## config.mk

```make
export PLATFORM = sky130hd
export DESIGN_NAME = ifetch_blkbuf
export DESIGN_NICKNAME = d
export VERILOG_FILES = /design/src/rtl/blkbuf_pkg.sv /design/src/rtl/blkbuf_store.sv /design/src/rtl/blkbuf_lru.sv /design/src/rtl/blkbuf_ctrl.sv /design/src/rtl/ifetch_blkbuf.sv
export SDC_FILE = /design/constraint.sdc
export NUM_CORES = 1
export LEC_CHECK = 0
export BUFFER_PORTS_ARGS = -buffer_cell sky130_fd_sc_hd__buf_2
export CELL_PAD_IN_SITES_DETAIL_PLACEMENT = 0
export CELL_PAD_IN_SITES_GLOBAL_PLACEMENT = 2
export CORE_UTILIZATION = 42
export DETAILED_ROUTE_END_ITERATION = 16
export GPL_TIMING_DRIVEN = 0
export PLACE_DENSITY_LB_ADDON = 0.1
export SLEW_MARGIN = 20
export SYNTH_ARGS = -nofsm -noshare
export SYNTH_HDL_FRONTEND = slang
export SYNTH_SLANG_ARGS = --single-unit
```

## constraint.sdc

```tcl
create_clock -name clk -period 15.3 [get_ports clk]
set_input_delay 3.06 -clock clk [delete_from_list [all_inputs] [get_ports clk]]
set_output_delay 3.06 -clock clk [all_outputs]
set_load 0.05 [all_outputs]
```

## src/rtl/blkbuf_pkg.sv

```systemverilog
package blkbuf_pkg;

    typedef enum logic [1:0] {
        BB_IDLE,
        BB_SEARCH,
        BB_ISSUE,
        BB_WAIT
    } bb_state_e;

    // Index width for a structure of n items, never below one bit.
    function automatic int bb_idx_w(input int n);
        return (n <= 2) ? 1 : $clog2(n);
    endfunction

endpackage

```

## src/rtl/blkbuf_store.sv

```systemverilog
module blkbuf_store #(
    parameter int N         = 4,
    parameter int IW        = 2,
    parameter int KEY_BITS  = 27,
    parameter int LINE_BITS = 256
) (
    input  logic                 clk,
    input  logic                 rst,
    input  logic                 flush,
    input  logic                 wr_en,
    input  logic [IW-1:0]        wr_idx,
    input  logic [KEY_BITS-1:0]  wr_key,
    input  logic [LINE_BITS-1:0] wr_line,
    input  logic [IW-1:0]        rd_idx,
    output logic                 rd_valid,
    output logic [KEY_BITS-1:0]  rd_key,
    output logic [LINE_BITS-1:0] rd_line,
    output logic [N-1:0]         valid_vec
);

    logic [N-1:0]         valid_q;
    logic [KEY_BITS-1:0]  key_q  [N];
    logic [LINE_BITS-1:0] line_q [N];

    always_ff @(posedge clk) begin
        if (rst || flush) begin
            valid_q <= '0;
        end else if (wr_en) begin
            valid_q[wr_idx] <= 1'b1;
        end
    end

    always_ff @(posedge clk) begin
        if (wr_en) begin
            key_q[wr_idx]  <= wr_key;
            line_q[wr_idx] <= wr_line;
        end
    end

    assign rd_valid  = valid_q[rd_idx];
    assign rd_key    = key_q[rd_idx];
    assign rd_line   = line_q[rd_idx];
    assign valid_vec = valid_q;

    logic dup_found;
    always_comb begin
        dup_found = 1'b0;
        for (int i = 0; i < N; i++) begin
            for (int j = i + 1; j < N; j++) begin
                if (valid_q[i] && valid_q[j] && key_q[i] == key_q[j])
                    dup_found = 1'b1;
            end
        end
    end


    no_dup_key_chk: assert property (@(posedge clk) disable iff (rst) !dup_found);


    flush_clears_chk: assert property (@(posedge clk) disable iff (rst)
        flush |=> (valid_q == '0));


    fill_sets_valid_chk: assert property (@(posedge clk) disable iff (rst)
        (wr_en && !flush) |=> valid_q[$past(wr_idx)]);

endmodule

```

## src/rtl/blkbuf_lru.sv

```systemverilog
module blkbuf_lru #(
    parameter int N  = 4,
    parameter int IW = 2
) (
    input  logic          clk,
    input  logic          rst,
    input  logic          flush,
    input  logic [N-1:0]  valid_vec,
    input  logic          touch_en,
    input  logic [IW-1:0] touch_idx,
    output logic [IW-1:0] victim_idx
);

    localparam logic [IW-1:0] AGE_MAX = IW'(N - 1);

    logic [IW-1:0] age_q [N];
    logic [IW-1:0] cur_age;

    // An empty entry counts as the oldest, so every valid entry ages on its fill.
    assign cur_age = valid_vec[touch_idx] ? age_q[touch_idx] : AGE_MAX;

    always_ff @(posedge clk) begin
        if (rst || flush) begin
            for (int i = 0; i < N; i++) age_q[i] <= '0;
        end else if (touch_en) begin
            for (int i = 0; i < N; i++) begin
                if (IW'(i) == touch_idx)
                    age_q[i] <= '0;
                else if (valid_vec[i] && age_q[i] < cur_age)
                    age_q[i] <= age_q[i] + 1'b1;
            end
        end
    end

    logic [N-1:0] oldest_mask;
    logic         free_found;

    always_comb begin
        victim_idx = '0;
        free_found = 1'b0;
        for (int i = 0; i < N; i++) begin
            oldest_mask[i] = (age_q[i] == AGE_MAX);
            if (!free_found && !valid_vec[i]) begin
                victim_idx = IW'(i);
                free_found = 1'b1;
            end
        end
        if (!free_found) begin
            for (int i = 0; i < N; i++) begin
                if (oldest_mask[i]) victim_idx = IW'(i);
            end
        end
    end


    single_oldest_chk: assert property (@(posedge clk) disable iff (rst)
        (&valid_vec) |-> ($countones(oldest_mask) == 1));

endmodule

```

## src/rtl/blkbuf_ctrl.sv

```systemverilog
module blkbuf_ctrl
    import blkbuf_pkg::*;
#(
    parameter int N         = 4,
    parameter int IW        = 2,
    parameter int ADDR_BITS = 32,
    parameter int WORD_BITS = 32,
    parameter int LINE_BITS = 256,
    parameter int BOFF_BITS = 2,
    parameter int WOFF_BITS = 3,
    parameter int KEY_BITS  = 27,
    parameter int CNT_BITS  = 16
) (
    input  logic                 clk,
    input  logic                 rst,
    input  logic                 req_valid,
    output logic                 req_ready,
    input  logic [ADDR_BITS-1:0] req_addr,
    output logic                 rsp_valid,
    output logic [WORD_BITS-1:0] rsp_data,
    output logic                 l1_req_valid,
    output logic [ADDR_BITS-1:0] l1_req_addr,
    input  logic                 l1_rsp_valid,
    input  logic [LINE_BITS-1:0] l1_rsp_line,
    output logic [IW-1:0]        rd_idx,
    input  logic                 rd_valid,
    input  logic [KEY_BITS-1:0]  rd_key,
    input  logic [LINE_BITS-1:0] rd_line,
    input  logic [IW-1:0]        victim_idx,
    output logic                 wr_en,
    output logic [KEY_BITS-1:0]  wr_key,
    output logic                 touch_en,
    output logic [IW-1:0]        touch_idx,
    output logic [CNT_BITS-1:0]  hit_count,
    output logic [CNT_BITS-1:0]  miss_count
);

    localparam int OFF_BITS = BOFF_BITS + WOFF_BITS;
    localparam int WPL      = LINE_BITS / WORD_BITS;
    localparam logic [IW-1:0] LAST_IDX = IW'(N - 1);

    bb_state_e                 state_q;
    logic [IW-1:0]             idx_q;
    logic [KEY_BITS-1:0]       key_q;
    logic [WOFF_BITS-1:0]      wsel_q;
    logic [CNT_BITS-1:0]       hits_q, misses_q;

    logic unused_byte_off;
    assign unused_byte_off = ^req_addr[BOFF_BITS-1:0];

    logic match, fill;
    assign match = (state_q == BB_SEARCH) && rd_valid && (rd_key == key_q);
    assign fill  = (state_q == BB_WAIT) && l1_rsp_valid;

    always_ff @(posedge clk) begin
        if (rst) begin
            state_q  <= BB_IDLE;
            idx_q    <= '0;
            key_q    <= '0;
            wsel_q   <= '0;
            hits_q   <= '0;
            misses_q <= '0;
        end else begin
            case (state_q)
                BB_IDLE: if (req_valid) begin
                    state_q <= BB_SEARCH;
                    idx_q   <= '0;
                    key_q   <= req_addr[ADDR_BITS-1:OFF_BITS];
                    wsel_q  <= req_addr[OFF_BITS-1:BOFF_BITS];
                end
                BB_SEARCH: begin
                    if (match) begin
                        state_q <= BB_IDLE;
                        hits_q  <= hits_q + 1'b1;
                    end else if (idx_q == LAST_IDX) begin
                        state_q  <= BB_ISSUE;
                        misses_q <= misses_q + 1'b1;
                    end else begin
                        idx_q <= idx_q + 1'b1;
                    end
                end
                BB_ISSUE: state_q <= BB_WAIT;
                BB_WAIT:  if (l1_rsp_valid) state_q <= BB_IDLE;
                default:  state_q <= BB_IDLE;
            endcase
        end
    end

    // Word selection from either the stored line or the arriving one.
    logic [LINE_BITS-1:0] src_line;
    logic [WORD_BITS-1:0] words [WPL];
    assign src_line = match ? rd_line : l1_rsp_line;

    for (genvar w = 0; w < WPL; w++) begin : g_word
        assign words[w] = src_line[w*WORD_BITS +: WORD_BITS];
    end

    assign req_ready    = (state_q == BB_IDLE);
    assign rsp_valid    = match || fill;
    assign rsp_data     = words[wsel_q];
    assign l1_req_valid = (state_q == BB_ISSUE);
    assign l1_req_addr  = {key_q, {OFF_BITS{1'b0}}};
    assign rd_idx       = idx_q;
    assign wr_en        = fill;
    assign wr_key       = key_q;
    assign touch_en     = match || fill;
    assign touch_idx    = match ? idx_q : victim_idx;
    assign hit_count    = hits_q;
    assign miss_count   = misses_q;


    one_cycle_req_chk: assert property (@(posedge clk) disable iff (rst)
        l1_req_valid |=> !l1_req_valid);


    busy_not_ready_chk: assert property (@(posedge clk) disable iff (rst)
        (req_valid && req_ready) |=> !req_ready);


    hit_no_l1_chk: assert property (@(posedge clk) disable iff (rst)
        match |=> (!l1_req_valid && req_ready));

endmodule

```

## src/rtl/ifetch_blkbuf.sv

```systemverilog
module ifetch_blkbuf
    import blkbuf_pkg::*;
#(
    parameter int ENTRIES    = 4,
    parameter int LINE_BYTES = 32,
    parameter int WORD_BITS  = 32,
    parameter int SET_BITS   = 6,
    parameter int ADDR_BITS  = 32,
    parameter int CNT_BITS   = 16
) (
    input  logic                    clk,
    input  logic                    rst,
    input  logic                    flush,
    input  logic                    req_valid,
    output logic                    req_ready,
    input  logic [ADDR_BITS-1:0]    req_addr,
    output logic                    rsp_valid,
    output logic [WORD_BITS-1:0]    rsp_data,
    output logic                    l1_req_valid,
    output logic [ADDR_BITS-1:0]    l1_req_addr,
    input  logic                    l1_rsp_valid,
    input  logic [LINE_BYTES*8-1:0] l1_rsp_line,
    output logic [CNT_BITS-1:0]     hit_count,
    output logic [CNT_BITS-1:0]     miss_count
);

    localparam int LINE_BITS = LINE_BYTES * 8;
    localparam int WPL       = LINE_BITS / WORD_BITS;
    localparam int BOFF_BITS = $clog2(WORD_BITS / 8);
    localparam int WOFF_BITS = bb_idx_w(WPL);
    localparam int TAG_BITS  = ADDR_BITS - SET_BITS - WOFF_BITS - BOFF_BITS;
    localparam int KEY_BITS  = TAG_BITS + SET_BITS;
    localparam int IW        = bb_idx_w(ENTRIES);

    logic [IW-1:0]        rd_idx, victim_idx, touch_idx;
    logic                 rd_valid, wr_en, touch_en;
    logic [KEY_BITS-1:0]  rd_key, wr_key;
    logic [LINE_BITS-1:0] rd_line;
    logic [ENTRIES-1:0]   valid_vec;

    blkbuf_ctrl #(
        .N(ENTRIES), .IW(IW), .ADDR_BITS(ADDR_BITS), .WORD_BITS(WORD_BITS),
        .LINE_BITS(LINE_BITS), .BOFF_BITS(BOFF_BITS), .WOFF_BITS(WOFF_BITS),
        .KEY_BITS(KEY_BITS), .CNT_BITS(CNT_BITS)
    ) u_ctrl (
        .clk(clk), .rst(rst),
        .req_valid(req_valid), .req_ready(req_ready), .req_addr(req_addr),
        .rsp_valid(rsp_valid), .rsp_data(rsp_data),
        .l1_req_valid(l1_req_valid), .l1_req_addr(l1_req_addr),
        .l1_rsp_valid(l1_rsp_valid), .l1_rsp_line(l1_rsp_line),
        .rd_idx(rd_idx), .rd_valid(rd_valid), .rd_key(rd_key), .rd_line(rd_line),
        .victim_idx(victim_idx), .wr_en(wr_en), .wr_key(wr_key),
        .touch_en(touch_en), .touch_idx(touch_idx),
        .hit_count(hit_count), .miss_count(miss_count)
    );

    blkbuf_store #(
        .N(ENTRIES), .IW(IW), .KEY_BITS(KEY_BITS), .LINE_BITS(LINE_BITS)
    ) u_store (
        .clk(clk), .rst(rst), .flush(flush),
        .wr_en(wr_en), .wr_idx(victim_idx), .wr_key(wr_key), .wr_line(l1_rsp_line),
        .rd_idx(rd_idx), .rd_valid(rd_valid), .rd_key(rd_key), .rd_line(rd_line),
        .valid_vec(valid_vec)
    );

    blkbuf_lru #(
        .N(ENTRIES), .IW(IW)
    ) u_lru (
        .clk(clk), .rst(rst), .flush(flush),
        .valid_vec(valid_vec), .touch_en(touch_en), .touch_idx(touch_idx),
        .victim_idx(victim_idx)
    );

endmodule

```

==> results of run 1 <==
==> state kept, by name (all words and copies together), names as in the netlist, named ones only <==
name	flops
u_store.valid_vec	4
u_ctrl.rd_idx	2
u_ctrl.wsel_q	3
u_ctrl.state_q	1
u_ctrl.miss_count	16
u_store.key_q	108
u_store.line_q	1024
u_ctrl.wr_key	27
u_lru.age_q	8
u_ctrl.hit_count	16
==> critical path: cells and delay by family (launching register included) <==
kind / cells / cell delay, ns
buf+inv: 5 / 1.59
mux: 3 / 1.52
simple gates: 2 / 1.20
flops: 1 / 0.30
compound gates: 1 / 0.29
xor+xnor: 1 / 0.16
==> cell usage in the layout (no fill, tap or decap), types with 5 or more instances in the layout <==
cell	instances
nand4_1	5
edfxtp_1	1140
xnor2_1	21
xor2_1	26
nand3_1	14
clkbuf_2	29
and3_1	12
clkbuf_1	107
buf_4	9
o21ai_0	16
a21oi_1	53
buf_12	31
nor3_1	13
bufinv_16	5
buf_2	396
or3_1	6
conb_1	5
nand2_1	100
clkinv_2	13
dfxtp_1	72
nor4_1	6
mux4_2	431
nor2_1	48
mux2i_1	32
inv_6	7
ha_1	7
buf_16	36
inv_1	13
clkinv_1	29
clkbuf_16	138
nor2b_1	6
o211ai_1	5
nand2b_1	8
or2_2	5
clkinvlp_4	5
buf_6	13
diode_2	22
==> logic make-up after synthesis <==
group	count (synthesis)	share of synthesized area [%]
adders and majority gates	8	0.200
DFF	1212	73.1
other	1	0.00769
xor gates and xnor gates	47	0.844
buffers and inverters	145	1.41
and+or+nand+nor	241	2.28
AOI/OAI and AO/OA	109	1.40
muxes	470	20.7
==> layer usage <==
metal / global-route usage [%] / vias up / wire length [um]
li1: - / 10700 / -
met1: 29.7 / 13400 / 52800
met2: 36.2 / 812 / 64100
met3: 6.48 / 263 / 9860
met4: 7.68 / 68 / 3330
met5: 0 / - / 432
==> path summary, 6_finish.rpt <==
kind | end | slack, ns | cells past startpoint
worst max register to register | u_lru.age_q[1][0]$_SDFFCE_PN0P_ | 10.04 | 13
worst min-delay path | u_ctrl.hit_count[12]$_SDFFE_PP0P_ | 0.50 | 2
worst min register to register | u_ctrl.hit_count[12]$_SDFFE_PP0P_ | 0.50 | 2
worst max-delay path | rsp_data[25] | 6.40 | 12
==> power by group through the flow <==
stage | logic, mW | clock network, mW | registers (mW)
2_1_floorplan | 0.271 | 0 | 3.72
3_3_place_gp | 0.463 | 0 | 3.71
3_5_place_dp | 0.472 | 0 | 3.71
4_1_cts | 0.474 | 3.11 | 3.64
5_1_grt | 0.497 | 3.23 | 3.64
6_report | 0.466 | 3.04 | 3.64
==> metrics by stage <==
stage          total power, mW  worst slack (ns)
3_3_place_gp              4.18             -3.11
3_5_place_dp              4.18              7.03
5_1_grt                   7.36              6.12
4_1_cts                   7.23              6.22
2_1_floorplan             3.99              4.03
6_report                  7.15              6.40
==> cell type report <==
class / count / area (um^2) / area share (%)
Sequential cell: 1212 / 35700 / 61.0
Clock inverter: 62 / 472 / 0.807
Buffer: 131 / 674 / 1.15
Clock buffer: 181 / 3640 / 6.23
Inverter: 14 / 52.6 / 0.0899
Timing Repair Buffer: 451 / 3530 / 6.04
Multi-Input combinational cell: 880 / 12500 / 21.3
Tap cell: 1512 / 1890 / 3.24
Antenna cell: 22 / 55.1 / 0.0941
==> flow_summary_export.csv, run 1 <==
group,metric,value,unit
yosys,synth_cells,2233,
run_status,outcome,"complete, no violations",
floorplan,num_io_pins,392,
critical_path,cp-end-kind,"output port",
yosys,async_reset_ff_share,0,%
power,irDropWorstVdd,0.0960,mV
floorplan,rows,124,
yosys,synth_most_common_cell,"edfxtp_1",
critical_path,cp_max_fo,10,
yosys,ys_ff_latch,1212,
yosys,syn_area_per_cell,21.8,um^2
detailed_routing,wl,131000,um
sta,worst_pin_slew,1.12,ns
yosys,ys.flop_type,"edfxtp_1",
power,p_seq_share,51.0,%
yosys,yosysTopAreaCellShare,70.2,%
global_route,grt_max_degree,22,
yosys,yosys.cell_types.count,66,
detailed_routing,drt_iter0_drc,2040,
finish,stdcell_count,4465,
yosys,synth.largest_area_cell,"edfxtp_1",
detailed_routing,first_pass_iters,5,
place,dpl_cell_area,0.0543,mm^2
clock_tree,cts_tree,"built",
sta,fin_crit,8.90,ns
power,p_sw_share,21.9,%
floorplan,die_x,343,um
sta,slew_violations,0,
global_route,overflow,0,
power,combPwrFrac,6.5,%
sta,skew,0.0213,ns
sta,fin_crit_sh,58.2,%
clock_tree,clock_sinks,1212,
sta,hold_violations,0,
critical_path,arrival,5.84,ns
critical_path,critPathMaxStageDelay,0.65,ns
hold_path,hp-start,"u_ctrl.hit_count[12]$_SDFFE_PP0P_",
sta,finalSetupViolations,0,
place,dp_hpwl,91100,um
global_route,grt_antenna_before_repair,78,
sta,fmax,112,MHz
floorplan,die_area,0.118,mm^2
power,p_sw,1.57,mW
power,p_int,5.58,mW
clock_tree,cts_buffers,133,
clock_tree,worstSkewPairLatency,0.74,ns
clock_tree,cts_repair_resize_count,0,
clock_tree,ctsLongestPathBuffers,3,
yosys,yosysSeqAreaShare,73.1,%
global_route,grt_pass1_vias,26800,
critical_path,path_class,"register to output port",
place,dp_cells,4200,
finish,drive_gt1_share,39.0,%
global_route,grt_pass1_wl,188000,um
clock_tree,cts-root-buf,"clkbuf_16",
finish,final_cell_area,0.0585,mm^2
power,p_clk_share,42.5,%
clock_tree,cts_setup_buffers,0,
sta,rsz0062_at_grt,"false",
sta,finalSetupTns,0,ns
yosys,ys_warn_count,0,
detailed_routing,vias_per_cell,5.65,
critical_path,cp-start-kind,"register",
yosys,yosys-top-cells-count,"edfxtp_1, mux4_2, nand2_1",
clock_tree,htreeDepth,4,
detailed_routing,drc,0,
power,power_density,122,mW/mm^2
finish,fin_nets,3123,
floorplan,start_util,42.5,%
floorplan,die_h,343,um
sta,max_slew_margin,25.4,%
job,max_cap_violations,0,
detailed_routing,drtAntennaViolNets,0,
sta,hold_slack,0.504,ns
detailed_routing,num_vias,25200,
finish,area_growth_syn_to_layout,19.9,%
clock_tree,clkSlewWorstSetupHoldPaths,0.06,ns
yosys,ys_top_cells_by_area,"edfxtp_1, mux4_2, dfxtp_1",
place,gp_congestion,0.784,
global_route,grt_usage,22.6,%
power,leakage,18.9,nW
hold_path,hp-class,"register to register",
clock_tree,ctsHoldBuffers,0,
place,port_buffers,384,
finish,fin_util,50.9,%
detailed_routing,wl_per_cell,29.2,um
finish,fillCellCount,9381,
floorplan,core,0.115,mm^2
critical_path,slowest_stage,"or4_1",
yosys,synth_edf_count,1140,
yosys,synthesis.area,0.0488,mm^2
critical_path,crit_required,12.24,ns
critical_path,crit_path_cell_trace,"buf_2 > buf_2 > mux4_2 > xor2_1 > nor4_1 > o2111ai_1 > or4_1 > buf_4 > buf_1 > mux4_2 > mux4_2 > buf_2",
(Power assumes the default switching activity.)
==> inputs of run 2 (changes only) <==
--- a/config.mk
+++ b/config.mk
@@ -8,7 +8,7 @@
 export BUFFER_PORTS_ARGS = -buffer_cell sky130_fd_sc_hd__buf_2
 export CELL_PAD_IN_SITES_DETAIL_PLACEMENT = 0
 export CELL_PAD_IN_SITES_GLOBAL_PLACEMENT = 2
-export CORE_UTILIZATION = 42
+export CORE_UTILIZATION = 47
 export DETAILED_ROUTE_END_ITERATION = 16
 export GPL_TIMING_DRIVEN = 0
 export PLACE_DENSITY_LB_ADDON = 0.1
==> constraint.sdc (replaced) <==
create_clock -name clk -period 8.35 [get_ports clk]
set_input_delay 1.67 -clock clk [delete_from_list [all_inputs] [get_ports clk]]
set_output_delay 1.67 -clock clk [all_outputs]
set_load 0.05 [all_outputs]
==> run 2 against run 1 <==
  * Clock-buffer cell count down 5
  * Largest power group unchanged
  * Clock power rose by 84%
  * Critical path type unchanged
  * Flip-flop and latch count unchanged
  * Highest routed layer unchanged
  * Core utilization up 6.1 points
==> flow_summary_export.csv, run 2 (synthesis results as in run 1) <==
group,metric,value,unit
floorplan,die_area,0.105,mm^2
sta,hold_slack,0.498,ns
power,irDropWorstVdd,0.193,mV
critical_path,slowest_stage,"clkbuf_1",
clock_tree,ctsHoldBuffers,0,
global_route,grt_max_degree,23,
clock_tree,clkSlewWorstSetupHoldPaths,0.05,ns
detailed_routing,wl,126000,um
detailed_routing,num_vias,25400,
power,leakage,18.9,nW
sta,slew_violations,0,
clock_tree,cts-root-buf,"clkbuf_16",
floorplan,rows,117,
hold_path,hp-class,"register to register",
power,combPwrFrac,6.5,%
power,p_int,10.3,mW
power,p_seq_share,50.9,%
sta,finalSetupViolations,0,
power,p_sw_share,21.7,%
job,max_cap_violations,0,
critical_path,rrSetupSlack,3.56,ns
clock_tree,clock_sinks,1212,
critical_path,crit_path_cell_trace,"buf_6 > buf_6 > buf_2 > buf_2 > buf_4 > clkbuf_1 > clkbuf_1 > mux4_2 > mux4_2 > mux4_2 > buf_2",
finish,area_growth_syn_to_layout,19.7,%
finish,final_cell_mix,"edfxtp_1, mux4_2, buf_2",
sta,fmax,134,MHz
critical_path,cp-end-kind,"output port",
sta,fin_crit,7.47,ns
power,power_density,225,mW/mm^2
place,port_buffers,384,
place,dp_hpwl,87000,um
power,p_clk_share,42.6,%
global_route,grt_antenna_before_repair,69,
clock_tree,cts_buffers,131,
critical_path,crit_required,6.68,ns
finish,layout_commonest_cell,"edfxtp_1",
critical_path,crit_buf_inv,8,
sta,fin_crit_sh,89.4,%
global_route,overflow,0,
global_route,grt_pass1_vias,26000,
detailed_routing,wl_per_cell,29.2,um
global_route,grt_pass1_wl,180000,um
critical_path,cp-start-kind,"register",
sta,hold_violations,0,
clock_tree,cts_repair_resize_count,0,
power,p_sw,2.85,mW
detailed_routing,drt_iter0_drc,2183,
place,dp_cells,4059,
detailed_routing,vias_per_cell,5.89,
place,gp_congestion,0.798,
detailed_routing,drc,0,
finish,stdcell_count,4313,
global_route,grt_usage,24.4,%
finish,fillCellCount,7720,
finish,largest_reg_flops,1024,
clock_tree,cts_setup_buffers,0,
sta,max_slew_margin,25.3,%
clock_tree,htreeDepth,4,
detailed_routing,drtAntennaViolNets,0,
sta,rsz0062_at_grt,"false",
floorplan,die_x,324,um
critical_path,crit_family,"buffers and inverters",
clock_tree,ctsLongestPathBuffers,3,
clock_tree,worstSkewPairLatency,0.74,ns
floorplan,start_util,47.7,%
floorplan,core,0.102,mm^2
clock_tree,cts_tree,"built",
critical_path,critPathMaxStageDelay,0.84,ns
critical_path,cp_max_fo,10,
critical_path,arrival,5.80,ns
finish,largest-register,"u_store.line_q",
critical_path,path_class,"register to output port",
run_status,outcome,"complete, no violations",
finish,drive_gt1_share,39.2,%
floorplan,die_h,324,um
detailed_routing,first_pass_iters,5,
floorplan,num_io_pins,392,
hold_path,hp-start,"u_ctrl.hit_count[12]$_SDFFE_PP0P_",
finish,fin_nets,3125,
sta,worst_pin_slew,1.12,ns
sta,skew,0.0189,ns
run 2: cell type report:
class / count / area (um^2) / area share [%]
tap: 1368 / 1710 / 2.93
multi-input combinational: 880 / 12500 / 21.4
clock buffer: 176 / 3560 / 6.10
inverter: 14 / 52.6 / 0.0900
sequential: 1212 / 35700 / 61.1
buffer: 131 / 672 / 1.15
timing repair buffer: 455 / 3640 / 6.24
clock inverter: 63 / 572 / 0.979
antenna: 14 / 35.0 / 0.0600
run 2: final timing paths:
path,cells after the start,end
max,11,rsp_data[22]
min,2,u_ctrl.hit_count[12]$_SDFFE_PP0P_
max reg2reg,13,u_lru.age_q[2][1]$_SDFFCE_PN0P_
min reg2reg,2,u_ctrl.hit_count[12]$_SDFFE_PP0P_
run 2: power by group through the flow:
| stage | clock, mW | combinational (mW) | sequential (mW) |
|---|---|---|---|
| 2_1_floorplan | 0 | 0.497 | 6.82 |
| 3_3_place_gp | 0 | 0.838 | 6.80 |
| 3_5_place_dp | 0 | 0.859 | 6.80 |
| 4_1_cts | 5.71 | 0.863 | 6.67 |
| 5_1_grt | 5.92 | 0.904 | 6.67 |
| 6_report | 5.59 | 0.851 | 6.67 |
run 2: stage by stage:
step,setup slack (ns),power [mW],area [um^2],utilization [%],setup TNS (ns)
after global placement,-8.45,7.64,52400,51.3,-9435.58
after CTS,0.633,13.2,58300,57.0,0
after global routing,0.642,13.5,58400,57.0,0
after floorplan,-1.53,7.32,48800,-,-1698.34
after detailed placement,1.43,7.66,54200,53.0,0
final,0.883,13.1,58400,57.1,0
run 2: worst register-to-register path, cell delays in order, from the launching register on:
cell and delay (ns):
dfxtp_1 0.30, buf_2 0.24, buf_2 0.38, mux4_2 0.38, xor2_1 0.17, nor4_1 0.40, o2111ai_1 0.24, or4_1 0.58
buf_4 0.24, buf_1 0.43, clkbuf_1 0.39, nand2_1 0.13, o311ai_0 0.22, o21ai_0 0.37
run 2: routing by layer:
layer,vias to the layer above,global-route usage (%),routed length (um)
met1,13500,32.2,49500
met4,72,6.86,2900
li1,10700,-,-
met2,919,39.2,62000
met3,266,7.57,11000
met5,-,0,437
